`config.mk`:
```
export PLATFORM = sky130hd
export DESIGN_NAME = periodic_wake_timer
export DESIGN_NICKNAME = d
export VERILOG_FILES = /design/src/rtl/pwt_pkg.sv /design/src/rtl/pwt_src_gate.sv /design/src/rtl/pwt_divider.sv /design/src/rtl/periodic_wake_timer.sv
export SDC_FILE = /design/constraint.sdc
export NUM_CORES = 1
export LEC_CHECK = 0
export CELL_PAD_IN_SITES_DETAIL_PLACEMENT = 0
export CELL_PAD_IN_SITES_GLOBAL_PLACEMENT = 2
export CORE_ASPECT_RATIO = 1.1
export CORE_MARGIN = 5
export CORE_UTILIZATION = 31
export DETAILED_ROUTE_END_ITERATION = 6
export PLACE_DENSITY_LB_ADDON = 0.1
export RECOVER_POWER = 100
export SETUP_SLACK_MARGIN = 0.2
export SYNTH_ARGS = -nofsm -noshare
export SYNTH_HDL_FRONTEND = slang
export SYNTH_SLANG_ARGS = --single-unit
```
`constraint.sdc`:
```
create_clock -name clk -period 4.41 [get_ports clk]
set_input_delay 0.441 -clock clk [delete_from_list [all_inputs] [get_ports clk]]
set_output_delay 0.441 -clock clk [all_outputs]
set_load 0.05 [all_outputs]
```
`src/rtl/pwt_pkg.sv`:
```
package pwt_pkg;
    localparam int SEL_W   = 3;
    localparam int DATA_W  = 8;
    localparam int CNT_W   = SEL_W + 7;
    localparam int F_EN    = 3;
    localparam int F_ACK   = 4;
    localparam int F_SRC   = 5;
    localparam int F_FLAG  = 6;

    localparam logic [1:0] PM_RUN   = 2'd0;
    localparam logic [1:0] PM_LIGHT = 2'd1;

    typedef struct packed {
        logic [SEL_W-1:0] sel;
        logic             en;
        logic             src;
        logic             flag;
        logic             wake;
    } ctl_t;

    typedef struct packed {
        logic [CNT_W-1:0] cnt;
    } div_t;

    function automatic logic [CNT_W:0] period_ticks(input logic [SEL_W-1:0] code);
        logic [CNT_W:0] p;
        if (code == '0)
            p = '0;
        else if (code == SEL_W'(1))
            p = (CNT_W+1)'(8);
        else
            p = (CNT_W+1)'(1) << (int'(code) + 3);
        return p;
    endfunction
endpackage

```
`src/rtl/pwt_src_gate.sv`:
```
module pwt_src_gate
    import pwt_pkg::*;
(
    input  logic       tick_int,
    input  logic       tick_ext,
    input  logic       src_ext,
    input  logic [1:0] pwr_mode,
    input  logic       osc_stop_en,
    input  logic       osc_low_range,
    output logic       tick_ok
);
    logic allowed;

    always_comb begin
        if (!src_ext)
            allowed = 1'b1;
        else if (pwr_mode == PM_RUN)
            allowed = 1'b1;
        else if (pwr_mode == PM_LIGHT)
            allowed = osc_stop_en & osc_low_range;
        else
            allowed = 1'b0;
        tick_ok = allowed & (src_ext ? tick_ext : tick_int);
    end
endmodule

```
`src/rtl/pwt_divider.sv`:
```
module pwt_divider
    import pwt_pkg::*;
(
    input  logic             clk,
    input  logic             rst_n,
    input  logic [SEL_W-1:0] sel,
    input  logic             clear,
    input  logic             tick,
    output logic             expire
);
    div_t st_d, st_q;
    logic [CNT_W-1:0] last;

    assign last = CNT_W'(period_ticks(sel) - 1'b1);

    always_comb begin
        st_d   = st_q;
        expire = 1'b0;
        if (clear || sel == '0) begin
            st_d.cnt = '0;
        end else if (tick) begin
            if (st_q.cnt == last) begin
                st_d.cnt = '0;
                expire   = 1'b1;
            end else begin
                st_d.cnt = st_q.cnt + 1'b1;
            end
        end
    end

    always_ff @(posedge clk or negedge rst_n) begin
        if (!rst_n)
            st_q <= '0;
        else
            st_q <= st_d;
    end
endmodule

```
`src/rtl/periodic_wake_timer.sv`:
```
module periodic_wake_timer
    import pwt_pkg::*;
(
    input  logic              clk,
    input  logic              rst_n,
    input  logic              tick_int,
    input  logic              tick_ext,
    input  logic [1:0]        pwr_mode,
    input  logic              osc_stop_en,
    input  logic              osc_low_range,
    input  logic              reg_we,
    input  logic [DATA_W-1:0] reg_wdata,
    output logic [DATA_W-1:0] reg_rdata,
    output logic              irq,
    output logic              wake
);
    ctl_t ctl_d, ctl_q;
    logic tick_ok;
    logic expire;
    logic sel_change;
    logic unused_wbits;

    assign unused_wbits = ^reg_wdata[DATA_W-1:F_FLAG];
    assign sel_change   = reg_we && (reg_wdata[SEL_W-1:0] != ctl_q.sel);

    pwt_src_gate u_gate (
        .tick_int      (tick_int),
        .tick_ext      (tick_ext),
        .src_ext       (ctl_q.src),
        .pwr_mode      (pwr_mode),
        .osc_stop_en   (osc_stop_en),
        .osc_low_range (osc_low_range),
        .tick_ok       (tick_ok)
    );

    pwt_divider u_div (
        .clk    (clk),
        .rst_n  (rst_n),
        .sel    (ctl_q.sel),
        .clear  (sel_change),
        .tick   (tick_ok),
        .expire (expire)
    );

    always_comb begin
        ctl_d      = ctl_q;
        ctl_d.wake = expire && (pwr_mode != PM_RUN);
        if (reg_we) begin
            ctl_d.sel = reg_wdata[SEL_W-1:0];
            ctl_d.en  = reg_wdata[F_EN];
            ctl_d.src = reg_wdata[F_SRC];
            if (reg_wdata[F_ACK])
                ctl_d.flag = 1'b0;
        end
        if (expire)
            ctl_d.flag = 1'b1;
    end

    always_ff @(posedge clk or negedge rst_n) begin
        if (!rst_n)
            ctl_q <= '0;
        else
            ctl_q <= ctl_d;
    end

    always_comb begin
        reg_rdata              = '0;
        reg_rdata[SEL_W-1:0]   = ctl_q.sel;
        reg_rdata[F_EN]        = ctl_q.en;
        reg_rdata[F_SRC]       = ctl_q.src;
        reg_rdata[F_FLAG]      = ctl_q.flag;
    end

    assign irq  = ctl_q.flag & ctl_q.en;
    assign wake = ctl_q.wake;
endmodule

```
Yosys cells after proc, flatten, opt, wreduce, memory -nomap -nowiden
Cells that the tools add are included.
{"block": "word_totals", "mem_bits_rw": 0, "mem_bits_ro": 0, "memories": 0, "latchBits": 0, "register_bits": 17, "input_bits": 17}
{"block": "classes", "n_addsub": 3, "n_eq_ne": 4, "bitwise_logic": 3, "order_cmp": 0, "n_reduce_logical": 10, "div_mod_pow": 0, "shift": 1, "muxes": 15, "n_mul": 0}
{"op": "$mux 10", "n": 5}
{"op": "$add 10x1->10 const B", "n": 1}
{"op": "$eq 10x10->1", "n": 1}
{"op": "$mux 1", "n": 10}
{"op": "$shl 1x4->10 const A", "n": 1}
{"op": "$sub 10x1->10 const B", "n": 1}
{"op": "$reduce_bool 2->1", "n": 4}
{"op": "$add 3x2->4 const B", "n": 1}
{"op": "$and 1x1->1", "n": 3}
{"op": "$eq 3x1->1 const B", "n": 1}
{"op": "$logic_not 3->1", "n": 1}
{"op": "$ne 3x3->1", "n": 1}
{"op": "$eq 2x1->1 const B", "n": 1}
{"op": "$logic_and 1x1->1", "n": 2}
{"op": "$logic_not 2->1", "n": 1}
{"op": "$reduce_and 2->1", "n": 1}
{"op": "$logic_or 1x1->1", "n": 1}

Logic depth before layout (Yosys ltp)
{"block": "logic_depth", "depth_word": 11, "mapped_depth": 15}

Hierarchy
A second synthesis with hierarchy kept.
{"block": "hier_totals", "cells_unflattened": 124, "hier_area_um2": 1144.8}
{"mod": "pwt_divider", "area_per_inst_um2": 792.0, "seq_area_each_um2": 250.2, "cells_each": 96, "instances": 1}
{"mod": "periodic_wake_timer", "area_per_inst_um2": 321.6, "seq_area_each_um2": 175.2, "cells_each": 24, "instances": 1}
{"mod": "pwt_src_gate", "area_per_inst_um2": 31.3, "seq_area_each_um2": 0.0, "cells_each": 4, "instances": 1}

Worst setup path after synthesis
No wires, ideal clock.
{"block": "synth_timing", "path_kind": "register to register", "from": "register ctl_q, in the netlist reg_rdata[1]", "to": "register u_div.st_q[2] (netlist name)", "t_required_ps": 4274, "slack_ps": 486, "path_buffers": 3, "setup_ps": 136, "stages_incl_launch_ff": 16, "arrival_ps": 3789, "path_cell_list": "dfrtp_1 buf_2 buf_4 inv_1 ha_1 or2_1 clkbuf_1 or3_1 ha_1 xor2_1 nor4b_2 o22ai_1 nor4_4 nand4_4 o21ai_4 o211ai_1"}
{"block": "synth_via", "elab_chain_len": 9, "elab_cells_between_ends": 15, "classes_between": "add/sub: 2; eq/ne: 3; shift: 1; mux: 5; reduce/logical: 4"}
{"item": "start, declared", "line_no": "periodic_wake_timer.sv:17", "rtl": "ctl_t ctl_d, ctl_q;"}
{"item": "start signal, assigned", "line_no": "periodic_wake_timer.sv:63", "rtl": "ctl_q <= ctl_d;"}
{"item": "$add 3x2->4", "line_no": "pwt_pkg.sv:32", "rtl": "p = (CNT_W+1)'(1) << (int'(code) + 3);"}
{"item": "$shl 1x4->10", "line_no": "pwt_pkg.sv:32"}
{"item": "$mux 10", "line_no": "pwt_pkg.sv:29", "rtl": "else if (code == SEL_W'(1))"}
{"item": "$mux 10", "line_no": "pwt_pkg.sv:27", "rtl": "if (code == '0)"}
{"item": "$sub 10x1->10", "line_no": "pwt_divider.sv:14", "rtl": "assign last = CNT_W'(period_ticks(sel) - 1'b1);"}
{"item": "$eq 10x10->1", "line_no": "pwt_divider.sv:22", "rtl": "if (st_q.cnt == last) begin"}
{"item": "$mux 10", "line_no": "pwt_divider.sv:22"}
{"item": "$mux 10", "line_no": "pwt_divider.sv:21", "rtl": "end else if (tick) begin"}
{"item": "$mux 10", "line_no": "pwt_divider.sv:19", "rtl": "if (clear || sel == '0) begin"}
{"item": "end signal, assigned", "line_no": "pwt_divider.sv:35", "rtl": "st_q <= st_d;"}
{"item": "end, declared", "line_no": "pwt_divider.sv:11", "rtl": "div_t st_d, st_q;"}
Parallel ways exist; a longest one is shown, timed or not. The select of a mux whose other input is x is not followed.
A chain may end at the register's enable or synchronous reset.

Worst setup path in the final report
{"block": "layout_timing", "from": "register ctl_q, in the netlist reg_rdata[1]", "to": "register u_div.st_q[4] (netlist name)"}
The elaborated chain is that of the path after synthesis.

==> results <==
- The cts-stage hold buffer count is 0.
- On the final layout, the worst clock skew is 0.005527 ns.
- The die is 77.10 µm wide.
- For this run, the detailed router's first-pass iteration total came to 4.
- The count of endpoints failing setup in the final report is 0.
- The count of buffers inserted at the top-level ports is 22.
- Yosys mapped the design onto 50 distinct sky130hd cell types.
- At the end of the flow, the number of nets in the layout was roughly 230.
- The HPWL reported at the end of detailed placement is approximately 3000 µm.
- The number of antenna violations at the first check in global routing is 0.
- The number of inserted filler cells in the final layout is 481.
- In this run the clock root is driven by a clkbuf_8.
- The slew of the pin with the lowest slew margin is between 0.8 and 0.9 ns.
- The path type of the worst min-delay path is reg -> reg.
- The worst-case IR drop observed on VDD is between 0.09 and 0.1 mV.
- Entering global routing, the biggest net connects 19 pins.
- Synthesis inferred 17 register bits.
- During synthesis, Yosys emitted a total of 0 warnings.
- By area the synthesized netlist is led by dfrtp_1, o211ai_1, nand2_1.
- The die is 83.81 µm tall.
- The analysis attributes to cell leakage a power of between 0.7 and 0.8 nW.
- The gate count of the mapped netlist is between 150 and 200.
- For met2 alone, demand over resource in global routing was 0.2208.
- The count of final hold-check violations came to 0.
- The layer flagged by global routing as most heavily used is met2.
- The routed design has 3891 µm of wire.
- The worst pin sits at a relative slew slack of 0.4547.
- In this run the mean area of a mapped cell was about 8.4 µm².
- The flow ran to the end, and the final reports show no timing, DRC or antenna violations.
- Counting flops with an async set or reset pin after synthesis yields a share of 1.000.
- Of the post-synthesis cell area, the dominant cell type holds 0.2771.
- For this run, the register share of the synthesized area comes to 0.2771.
- Once layout is complete, the cells apart from fillers number ~260.
- The residual antenna-violating net count after detailed routing is 0.
- The global routing met1 resource utilization is 0.1618.
- Routability-driven placement finished with a final weighted congestion of between 0.7 and 0.8.
- The core region is between 4000 and 5000 µm².
- Gates resized during post-CTS repair numbered 0.
- The antenna diode count is 0.
- After floorplanning, the core was divided into 26 placement rows.
- Setup repair after global routing left no endpoint under its margin.
- The number of instances in the placed design is between 200 and 300.
- The I/O pin count is 27.
- The clock tree from TritonCTS is built.
- The via count of the first global-routing pass was around 1400.
- The cell with the biggest individual delay on the critical path is nor4_1.
- The first global-routing pass estimated between 6000 and 7000 µm of wire.
- The via count is around 1400.
- The synthesized design contains 0 enable-type register cells.
- The top achievable clock speed is ~260 MHz.
- The final routed wire length divided by cell count is ~15 µm.
- The cell taking the most area after synthesis is dfrtp_1.
- The cell area after synthesis is 1535 µm².
- Registers take ~430 µm².
- The worst stage delay on the critical path is approximately 0.52 ns.
- The maximum fanout encountered on the critical timing path is 10.
- The layout overhead on the synthesized area is 17.93%.
- Dividing total power by cell area gives a power density of ~250 nW/µm².
- For this block, the initial DRC count from the detailed router was 72.
- For the worst setup path, the data required time is ~4.5 ns.
- Counting I/O delays and the setup requirement, the final critical path takes between 3 and 4 ns.
- In the final layout, the multi-input gates occupy a little under 1000 µm².
- The post-route fraction of the period consumed by the critical path is 0.8793.
- The cell occurring most often along the worst timing path is ha_1.
- The post-detailed-route DRC marker count is 0.
- The initial utilization of the core area, before any placement, comes to 0.3255.
- The clock transition at the registers of the reported paths is approximately 0.070 ns.
- The critical path goes through inv_1, ha_1, or2_0, or3_1, ha_1, xor2_1, nor4b_1, o22ai_1, nor4_1, nand4_4, o21ai_4, o211ai_1.
- The met3 track demand over resource is 0.01512.
- By startpoint and endpoint, the worst setup path is classified as reg -> reg.
- Across every metal layer, demand over resource in global routing totals 0.1246.
- Setup total negative slack on the finished layout was measured at 0 ns.
- The most used flip-flop cell after synthesis is dfrtp_1.
- The final number of max-transition violations came to 0.
- The kind of launch point of the worst setup path is a register.
- The arrival time at the worst endpoint is around 4 ns.
- Counting along the longest clock path gives a buffer depth of 2.
- The tightest hold path in the finished design has a slack of around 0.54 ns.
- The vias per cell is 5.374.
- The max-capacitance violation count is 0.
- In the final layout, the share of cells above drive strength 1 is 0.07960.
- The total grt overflow is 0.
- The number of sinks handled by clock tree synthesis is 17.
- The kind of capture point of the worst setup path is a register.
- Post-CTS timing repair inserted 0 buffers for setup.
- The die covers about 6500 µm².
- Once layout is complete, the utilization of the core stands at 0.3838.
- The H-tree depth is 1.
- In this run, CTS created clock tree buffers numbering 3.
- The clock latency of the later-clocked register in the worst-skew pair is about 0.25 ns.
-- cell usage after synthesis (all sizes together) (4+ instances only) --
master / number
o211ai: 15
xor2: 7
buf: 8
nand2: 26
nand3: 9
clkbuf: 5
a21oi: 4
o21ai: 10
xnor2: 6
nor2: 10
dfrtp: 17
inv: 9
ha: 7
-- kinds of logic after synthesis --
family,count (synthesis),synth area share
AO/OA/AOI/OAI,48,0.2339
XOR/XNOR,13,0.07417
flip-flops,17,0.2771
adder cells (fa/ha/maj),7,0.05705
buffers and inverters,22,0.07009
multiplexers,3,0.02200
AND/OR/NAND/NOR,72,0.2633
other,1,0.002443
-- layout make-up --
| type | instances | area share |
|---|---|---|
| repair buffers | 26 | 0.1382 |
| flip-flops and latches | 17 | 0.2350 |
| inverters | 9 | 0.01866 |
| clock buffers | 3 | 0.02281 |
| multi-input cells | 145 | 0.5439 |
| well taps | 56 | 0.03870 |
| clock inverters | 1 | 0.002764 |
-- worst max-delay path: cells and delay by family (launching register included) --
family          cells  cell delay, ns
xor+xnor            1            0.20
simple gates        5            1.75
buf+inv             1            0.11
flops               1            0.43
fa+ha+maj           2            0.58
compound gates      3            0.66
-- through the flow --
step | area, µm² | power (W) | setup slack (ns)
2_1_floorplan | 1539 | 0.0002963 | 0.4856
3_3_place_gp | 1785 | 0.0003421 | 0.8250
3_5_place_dp | 1785 | 0.0003459 | 0.7536
4_1_cts | 1832 | 0.0004656 | 0.7216
5_1_grt | 1810 | 0.0004829 | 0.2889
6_report | 1810 | 0.0004545 | 0.5324
-- per-layer routing --
layer | part of all wire | vias up
met5 | 0 | -
met1 | 0.46 | 669
met2 | 0.52 | 18
li1 | - | 692
met3 | 0.021 | 2
met4 | 0.0039 | 0
-- registers in the layout, indices dropped and copies added (netlist names) --
signal and cells:
wake 1, u_div.st_q 10, reg_rdata 6
-- report_power, final --
part	total [W]	switching, W	internal, W	leakage [nW]
clock network	0.000118	0.0000554	0.0000627	0.0255
registers	0.000171	0.00000838	0.000162	0.226
logic	0.000166	0.000104	0.0000619	0.502
-- path summary, 6_finish.rpt --
kind | start | end | slack (ns) | cells after the start
max reg2reg | reg_rdata[1]$_DFFE_PN0P_ | u_div.st_q[4]$_DFFE_PN0P_ | 0.53 | 12
max | reg_rdata[1]$_DFFE_PN0P_ | u_div.st_q[4]$_DFFE_PN0P_ | 0.53 | 12
max in group asynchronous | rst_n | u_div.st_q[1]$_DFFE_PN0P_ | 3.18 | 1
min | reg_rdata[3]$_DFFE_PN0P_ | reg_rdata[3]$_DFFE_PN0P_ | 0.54 | 1
min reg2reg | reg_rdata[3]$_DFFE_PN0P_ | reg_rdata[3]$_DFFE_PN0P_ | 0.54 | 1
min in group asynchronous | rst_n | wake$_DFF_PN0_ | 0.72 | 1
-- placed cells by master, fill, tap and decap left out, types with 2 or more instances in the layout --
cell,count
nand4b_1,2
mux2_2,3
o211a_1,3
clkdlybuf4s50_1,12
xnor2_1,6
a21oi_1,4
nor2b_1,2
nand2_1,26
dlygate4sd3_1,10
o2111ai_1,2
o31ai_1,2
o211ai_1,15
dfrtp_1,17
inv_1,9
nand2b_1,3
nand3_1,9
clkbuf_8,3
and3_1,3
conb_1,2
nor4_1,2
o21ai_0,7
xor2_1,7
or3_1,2
o21ai_1,2
ha_1,7
buf_4,4
nor2_1,10
nor3_1,3
Note: power is estimated with default switching activity, not from simulation.
